File: config.mk
export PLATFORM = sky130hd
export DESIGN_NAME = hit_fifo_ingress
export DESIGN_NICKNAME = d
export VERILOG_FILES = /design/src/rtl/hfp_pkg.sv /design/src/rtl/hfp_rd_ctrl.sv /design/src/rtl/hfp_hold_stage.sv /design/src/rtl/hfp_addr_stage.sv /design/src/rtl/hit_fifo_ingress.sv
export SDC_FILE = /design/constraint.sdc
export NUM_CORES = 1
export LEC_CHECK = 0
export BUFFER_PORTS_ARGS = -buffer_cell sky130_fd_sc_hd__buf_4
export CAP_MARGIN = 0
export CORE_MARGIN = 4
export CORE_UTILIZATION = 48
export CTS_CLUSTER_SIZE = 10
export DETAILED_ROUTE_END_ITERATION = 12
export GPL_ROUTABILITY_DRIVEN = 0
export PLACE_DENSITY_LB_ADDON = 0.1
export SLEW_MARGIN = 30
export SYNTH_ARGS = -nofsm -noshare
export SYNTH_HDL_FRONTEND = slang
export SYNTH_SLANG_ARGS = --single-unit
export TNS_END_PERCENT = 20
File: constraint.sdc
create_clock -name clk_i -period 2.8 [get_ports clk_i]
set_clock_uncertainty 0.2 [all_clocks]
set_input_delay 0.14 -clock clk_i [delete_from_list [all_inputs] [get_ports clk_i]]
set_output_delay 0.14 -clock clk_i [all_outputs]
set_load 0.005 [all_outputs]
File: src/rtl/hfp_pkg.sv
package hfp_pkg;
  localparam int unsigned HIT_W_DEF  = 23;
  localparam int unsigned ADDR_W_DEF = 17;
  localparam int unsigned CNT_W_DEF  = 4;

  typedef enum logic [1:0] {
    SEL_KEEP = 2'd0,
    SEL_HIT  = 2'd1,
    SEL_HOST = 2'd2
  } addr_sel_e;
endpackage

File: src/rtl/hfp_rd_ctrl.sv
module hfp_rd_ctrl #(
  parameter int unsigned CNT_W = hfp_pkg::CNT_W_DEF
) (
  input  logic clk_i,
  input  logic rst_ni,
  input  logic pop_i,
  input  logic fifo_empty_ni,
  input  logic host_mode_i,
  output logic fifo_ren_no,
  output logic rd_o
);
  localparam logic [CNT_W-1:0] CNT_MAX = {CNT_W{1'b1}};

  logic [CNT_W-1:0] pend_q, pend_d;
  logic             want, ready;

  assign want  = pop_i || (pend_q != '0);
  assign ready = fifo_empty_ni && !host_mode_i;
  assign rd_o  = want && ready;
  assign fifo_ren_no = !rd_o;

  // pending counter: +1 per pop, -1 per read, saturating
  always_comb begin
    pend_d = pend_q;
    if (pop_i && !rd_o) begin
      if (pend_q != CNT_MAX) pend_d = pend_q + 1'b1;
    end else if (!pop_i && rd_o) begin
      pend_d = pend_q - 1'b1;
    end
  end

  always_ff @(posedge clk_i or negedge rst_ni) begin
    if (!rst_ni) pend_q <= '0;
    else         pend_q <= pend_d;
  end

  AST_NO_READ_EMPTY: assert property (@(posedge clk_i) disable iff (!rst_ni)
    !fifo_empty_ni |-> fifo_ren_no);
  AST_HOST_NO_READ: assert property (@(posedge clk_i) disable iff (!rst_ni)
    host_mode_i |-> fifo_ren_no);
  AST_PEND_SERVED: assert property (@(posedge clk_i) disable iff (!rst_ni)
    (pend_q != '0 && !pop_i && ready) |=> (pend_q == $past(pend_q) - 1'b1));
endmodule

File: src/rtl/hfp_hold_stage.sv
module hfp_hold_stage #(
  parameter int unsigned HIT_W = hfp_pkg::HIT_W_DEF
) (
  input  logic             clk_i,
  input  logic             rst_ni,
  input  logic             ld_i,
  input  logic [HIT_W-1:0] d_i,
  output logic [HIT_W-1:0] q_o,
  output logic             valid_o
);
  always_ff @(posedge clk_i or negedge rst_ni) begin
    if (!rst_ni) begin
      q_o     <= '0;
      valid_o <= 1'b0;
    end else begin
      valid_o <= ld_i;
      if (ld_i) q_o <= d_i;
    end
  end

  AST_VALID_AFTER_LOAD: assert property (@(posedge clk_i) disable iff (!rst_ni)
    ld_i |=> valid_o);
  AST_VALID_ONLY_LOAD: assert property (@(posedge clk_i) disable iff (!rst_ni)
    !ld_i |=> !valid_o);
  AST_HOLD_STABLE: assert property (@(posedge clk_i) disable iff (!rst_ni)
    !ld_i |=> $stable(q_o));
endmodule

File: src/rtl/hfp_addr_stage.sv
module hfp_addr_stage #(
  parameter int unsigned HIT_W  = hfp_pkg::HIT_W_DEF,
  parameter int unsigned ADDR_W = hfp_pkg::ADDR_W_DEF
) (
  input  logic              clk_i,
  input  logic              rst_ni,
  input  logic [HIT_W-1:0]  hit_i,
  input  logic              hit_vld_i,
  input  logic              host_mode_i,
  input  logic              host_wr_i,
  input  logic [ADDR_W-1:0] host_data_i,
  output logic [ADDR_W-1:0] addr_o
);
  import hfp_pkg::*;

  addr_sel_e         sel;
  logic [ADDR_W-1:0] hit_addr;

  assign hit_addr = hit_i[ADDR_W-1:0];

  always_comb begin
    sel = SEL_KEEP;
    if (host_mode_i) begin
      if (host_wr_i) sel = SEL_HOST;
    end else if (hit_vld_i) begin
      sel = SEL_HIT;
    end
  end

  always_ff @(posedge clk_i or negedge rst_ni) begin
    if (!rst_ni) addr_o <= '0;
    else begin
      unique case (sel)
        SEL_HIT:  addr_o <= hit_addr;
        SEL_HOST: addr_o <= host_data_i;
        default:  addr_o <= addr_o;
      endcase
    end
  end

  AST_HIT_LOAD: assert property (@(posedge clk_i) disable iff (!rst_ni)
    (hit_vld_i && !host_mode_i) |=> addr_o == $past(hit_i[ADDR_W-1:0]));
  AST_HOST_LOAD: assert property (@(posedge clk_i) disable iff (!rst_ni)
    (host_mode_i && host_wr_i) |=> addr_o == $past(host_data_i));
  AST_ADDR_STABLE: assert property (@(posedge clk_i) disable iff (!rst_ni)
    (!hit_vld_i && !(host_mode_i && host_wr_i)) |=> $stable(addr_o));
  AST_HOST_BLOCKS_HIT: assert property (@(posedge clk_i) disable iff (!rst_ni)
    (host_mode_i && !host_wr_i) |=> $stable(addr_o));
endmodule

File: src/rtl/hit_fifo_ingress.sv
module hit_fifo_ingress #(
  parameter int unsigned HIT_W  = hfp_pkg::HIT_W_DEF,
  parameter int unsigned ADDR_W = hfp_pkg::ADDR_W_DEF,
  parameter int unsigned CNT_W  = hfp_pkg::CNT_W_DEF
) (
  input  logic              clk_i,
  input  logic              rst_ni,
  input  logic              fifo_empty_ni,
  input  logic [HIT_W-1:0]  fifo_data_i,
  output logic              fifo_ren_no,
  input  logic              pop_i,
  input  logic              host_mode_i,
  input  logic              host_wr_i,
  input  logic [ADDR_W-1:0] host_data_i,
  output logic              hold_valid_o,
  output logic [ADDR_W-1:0] addr_o
);
  logic             rd;
  logic [HIT_W-1:0] hold_q;

  hfp_rd_ctrl #(.CNT_W(CNT_W)) u_ctrl (
    .clk_i        (clk_i),
    .rst_ni       (rst_ni),
    .pop_i        (pop_i),
    .fifo_empty_ni(fifo_empty_ni),
    .host_mode_i  (host_mode_i),
    .fifo_ren_no  (fifo_ren_no),
    .rd_o         (rd)
  );

  hfp_hold_stage #(.HIT_W(HIT_W)) u_hold (
    .clk_i  (clk_i),
    .rst_ni (rst_ni),
    .ld_i   (rd),
    .d_i    (fifo_data_i),
    .q_o    (hold_q),
    .valid_o(hold_valid_o)
  );

  hfp_addr_stage #(.HIT_W(HIT_W), .ADDR_W(ADDR_W)) u_addr (
    .clk_i      (clk_i),
    .rst_ni     (rst_ni),
    .hit_i      (hold_q),
    .hit_vld_i  (hold_valid_o),
    .host_mode_i(host_mode_i),
    .host_wr_i  (host_wr_i),
    .host_data_i(host_data_i),
    .addr_o     (addr_o)
  );

  AST_READ_TO_VALID: assert property (@(posedge clk_i) disable iff (!rst_ni)
    !fifo_ren_no |=> hold_valid_o);
  AST_READ_NEEDS_REQ: assert property (@(posedge clk_i) disable iff (!rst_ni)
    !fifo_ren_no |-> fifo_empty_ni && !host_mode_i);
endmodule

==> impl_metrics.env <==
export IMPL_outcome="finished clean"
export IMPL_syn_area_um2=1750
export IMPL_synth_seq_cells=39
export IMPL_vdd_drop_max_mv=0.452
export IMPL_initial_utilization=0.512
export IMPL_comb_power_share=0.315
export IMPL_critPathCaptureType="output port"
export IMPL_ys_types=31
export IMPL_finalSetupViolCount=0
export IMPL_post_route_cell_area_um2=2660
export IMPL_r2r_worst_path_cells=6
export IMPL_rsz0062_at_grt="no"
export IMPL_ant_nets=0
export IMPL_synth_fp_nets=193
export IMPL_power_leakage_uw=0.00126
export IMPL_placementRows=21
export IMPL_via_per_inst=5.02
export IMPL_timing_setup_tns_ns=0
export IMPL_min_period_ns=2.43
export IMPL_p_sw_frac=0.304
export IMPL_initialDrtViolationCount=37
export IMPL_grt_pass1_vias=1577
export IMPL_clock_tree_buffer_depth=2
export IMPL_gr_total_overflow=0
export IMPL_grt_pass1_wl_um=7250
export IMPL_reg2reg_slack_ns=0.51
export IMPL_die_area_um2=4670
export IMPL_place_port_buffers=58
export IMPL_io_pins=65
export IMPL_grt_max_degree=40
export IMPL_drt_first_pass_iters=4
export IMPL_worst_endpoint_arrival_ns=2.09
export IMPL_placeableCoreArea_um2=3420
export IMPL_cpMostUsedCell="buf_4"
export IMPL_timing_rr_end="u_ctrl.pend_q[2]"
export IMPL_crit_slowest_cell="or4_4"
export IMPL_criticalPathCategory="input pin to output port"
export IMPL_required_ns=2.46
export IMPL_nNetsFinal=291
export IMPL_cts_setup_buffers=0
export IMPL_crit_path_start_kind="input pin"
export IMPL_timing_final_crit_share=0.869
export IMPL_rr_startpoint="u_ctrl.pend_q[0]"
export IMPL_cp_startpoint="pop_i"
export IMPL_antenna_found_initial=0
export IMPL_hold_viol=0
export IMPL_layout_common_cells="60 x buf_4, 39 x dfrtp_1, 37 x dlygate4sd3_1, 33 x nor2_1, 14 x o22ai_1"
export IMPL_cap_viol_max_count=0
export IMPL_fp_dieH_um=68.3
export IMPL_worstHoldPathType="input pin to asynchronous set/reset pin"
export IMPL_drt_wirelength_per_cell_um=14.9
export IMPL_p_per_area_nw_per_um2=620
export IMPL_relSlewSlack=0.661
export IMPL_synthCells=144
export IMPL_utilization=0.779
export IMPL_clk_pin_slew_ns=0.13
export IMPL_insertion_delay_ns=0.35
export IMPL_die_w_um=68.3
export IMPL_cp_cell_sequence="dlygate4sd3_1 > buf_4 > or4_4 > o21bai_4 > buf_12 > buf_4"
export IMPL_endpoint="fifo_ren_no"
export IMPL_crit_fanout=11
export IMPL_slowest_delay_ns=0.56
export IMPL_cts_tree="built"
export IMPL_post_cts_resized=0
export IMPL_vias=1450
export IMPL_cts_made_buffers=5
export IMPL_power_switching_uw=501
export IMPL_area_growth_pct=52.2
export IMPL_hpwl_um=2800
export IMPL_layout_commonest_cell="buf_4"
export IMPL_max_freq_mhz=411
export IMPL_yosysWarnings=0
export IMPL_drive_gt1_frac=0.383
export IMPL_antenna_cells=0
export IMPL_seq_power_share=0.492
export IMPL_remaining_drc_errors=0
export IMPL_drt_wl_total_um=4300
export IMPL_ys_seq_area_frac=0.558
export IMPL_cts_root_buf="clkbuf_4"
export IMPL_cts_sinks=39
export IMPL_p_int_uw=1150
export IMPL_worst_pin_slew_ns=0.507
export IMPL_cts_max_level=2
export IMPL_slew_violations=0
export IMPL_postPlaceCellArea_um2=2220
export IMPL_p_clk_frac=0.193
export IMPL_globalRouteTotalUtil=0.217
export IMPL_avgSynthCellArea_um2=12.1
[kinds of logic (layout without fill, tap and decap cells)]
family | count (synthesis) | count (layout) | share of synthesized area
compound gates | 25 | 25 | 0.0959
xor+xnor | 2 | 2 | 0.0100
buf+inv | 9 | 108 | 0.0351
fa+ha+maj | 3 | 3 | 0.0258
flops | 39 | 39 | 0.558
simple gates | 44 | 44 | 0.112
mux | 22 | 22 | 0.163
[worst min path at each step]
stage	startpoint	end	slack [ns]	depth (start not counted)
after floorplan	rst_ni	u_addr.addr_o[0]	-0.36	0
after detailed placement	rst_ni	u_addr.addr_o[11]	-0.06	1
after global routing	rst_ni	u_addr.addr_o[11]	0.11	2
final	rst_ni	u_hold.q_o[11]	0.07	2
after CTS	rst_ni	u_addr.addr_o[11]	0.08	2
after global placement	rst_ni	u_addr.addr_o[11]	-0.07	1
[repair_timing]
action | in CTS | in global routing
hold endpoints to repair | 74 | 0
hold buffers | 37 | 0
endpoints found under the setup margin | 0 | 0
[final cells by class]
cell class / count / area [um2]
clock inverter: 2 / 16.3
inverter: 2 / 7.51
clock buffer: 6 / 51.3
multi-input combinational: 96 / 711
timing repair buffer: 98 / 841
tap: 46 / 57.6
sequential: 39 / 976
fill: 240 / 756
[sequential cells by signal, indices dropped and copies added, names as in the netlist]
signal and count:
u_addr.addr_o 17, u_ctrl.pend_q 4, u_hold.q_o 17, u_hold.valid_o 1
[Yosys cell counts]
cell type | n | share of area
dfrtp_1 | 39 | 0.56
or2_2 | 1 | 0.0036
xnor2_1 | 1 | 0.0050
fa_1 | 1 | 0.011
nand2_1 | 3 | 0.0064
mux2i_1 | 3 | 0.017
mux4_2 | 1 | 0.013
nand3_1 | 2 | 0.0057
clkbuf_4 | 1 | 0.0043
o31ai_1 | 1 | 0.0043
o21ai_0 | 1 | 0.0029
mux2_4 | 8 | 0.069
o211ai_1 | 1 | 0.0043
a31o_2 | 1 | 0.0050
inv_1 | 2 | 0.0043
xor2_1 | 1 | 0.0050
a21oi_1 | 5 | 0.014
nand2b_1 | 1 | 0.0036
o22ai_1 | 14 | 0.050
or4_4 | 1 | 0.0064
buf_6 | 1 | 0.0064
buf_12 | 1 | 0.011
nand2b_4 | 1 | 0.0079
a21o_1 | 1 | 0.0043
nor2b_1 | 1 | 0.0036
o21bai_4 | 1 | 0.011
nor2_1 | 33 | 0.071
mux2_2 | 10 | 0.064
clkbuf_1 | 4 | 0.0086
ha_1 | 2 | 0.014
nand4_1 | 1 | 0.0036
[through the flow]
step	setup WS [ns]	hold slack (ns)	cells	total power [uW]
CTS	0.369	0.0765	289	1660
floorplan	0.790	-0.356	144	1090
detailed placement	0.573	-0.0641	244	1290
finish	0.368	0.0666	289	1650
global route	0.269	0.112	289	1760
global placement	0.613	-0.0708	244	1260
[power groups by stage]
stage	Combinational, uW	Clock, uW	Sequential [uW]
after floorplan	284	0	802
after global placement	451	0	811
after detailed placement	469	0	822
after CTS	522	325	811
after global routing	575	356	833
final	519	318	812
[worst max-delay path, delay by kind of cell]
family          cells  cell delay [ns]
compound gates      1             0.36
simple gates        1             0.56
buf+inv             4             1.04
[routing by layer]
| metal | up-vias | share of wire | global-route usage |
|---|---|---|---|
| met5 | - | 0 | 0 |
| met4 | 0 | 0.024 | 0.0968 |
| met3 | 11 | 0.057 | 0.0411 |
| met2 | 47 | 0.51 | 0.379 |
| met1 | 692 | 0.41 | 0.257 |
| li1 | 700 | - | - |
No activity file was read; power rests on OpenSTA's default activity.
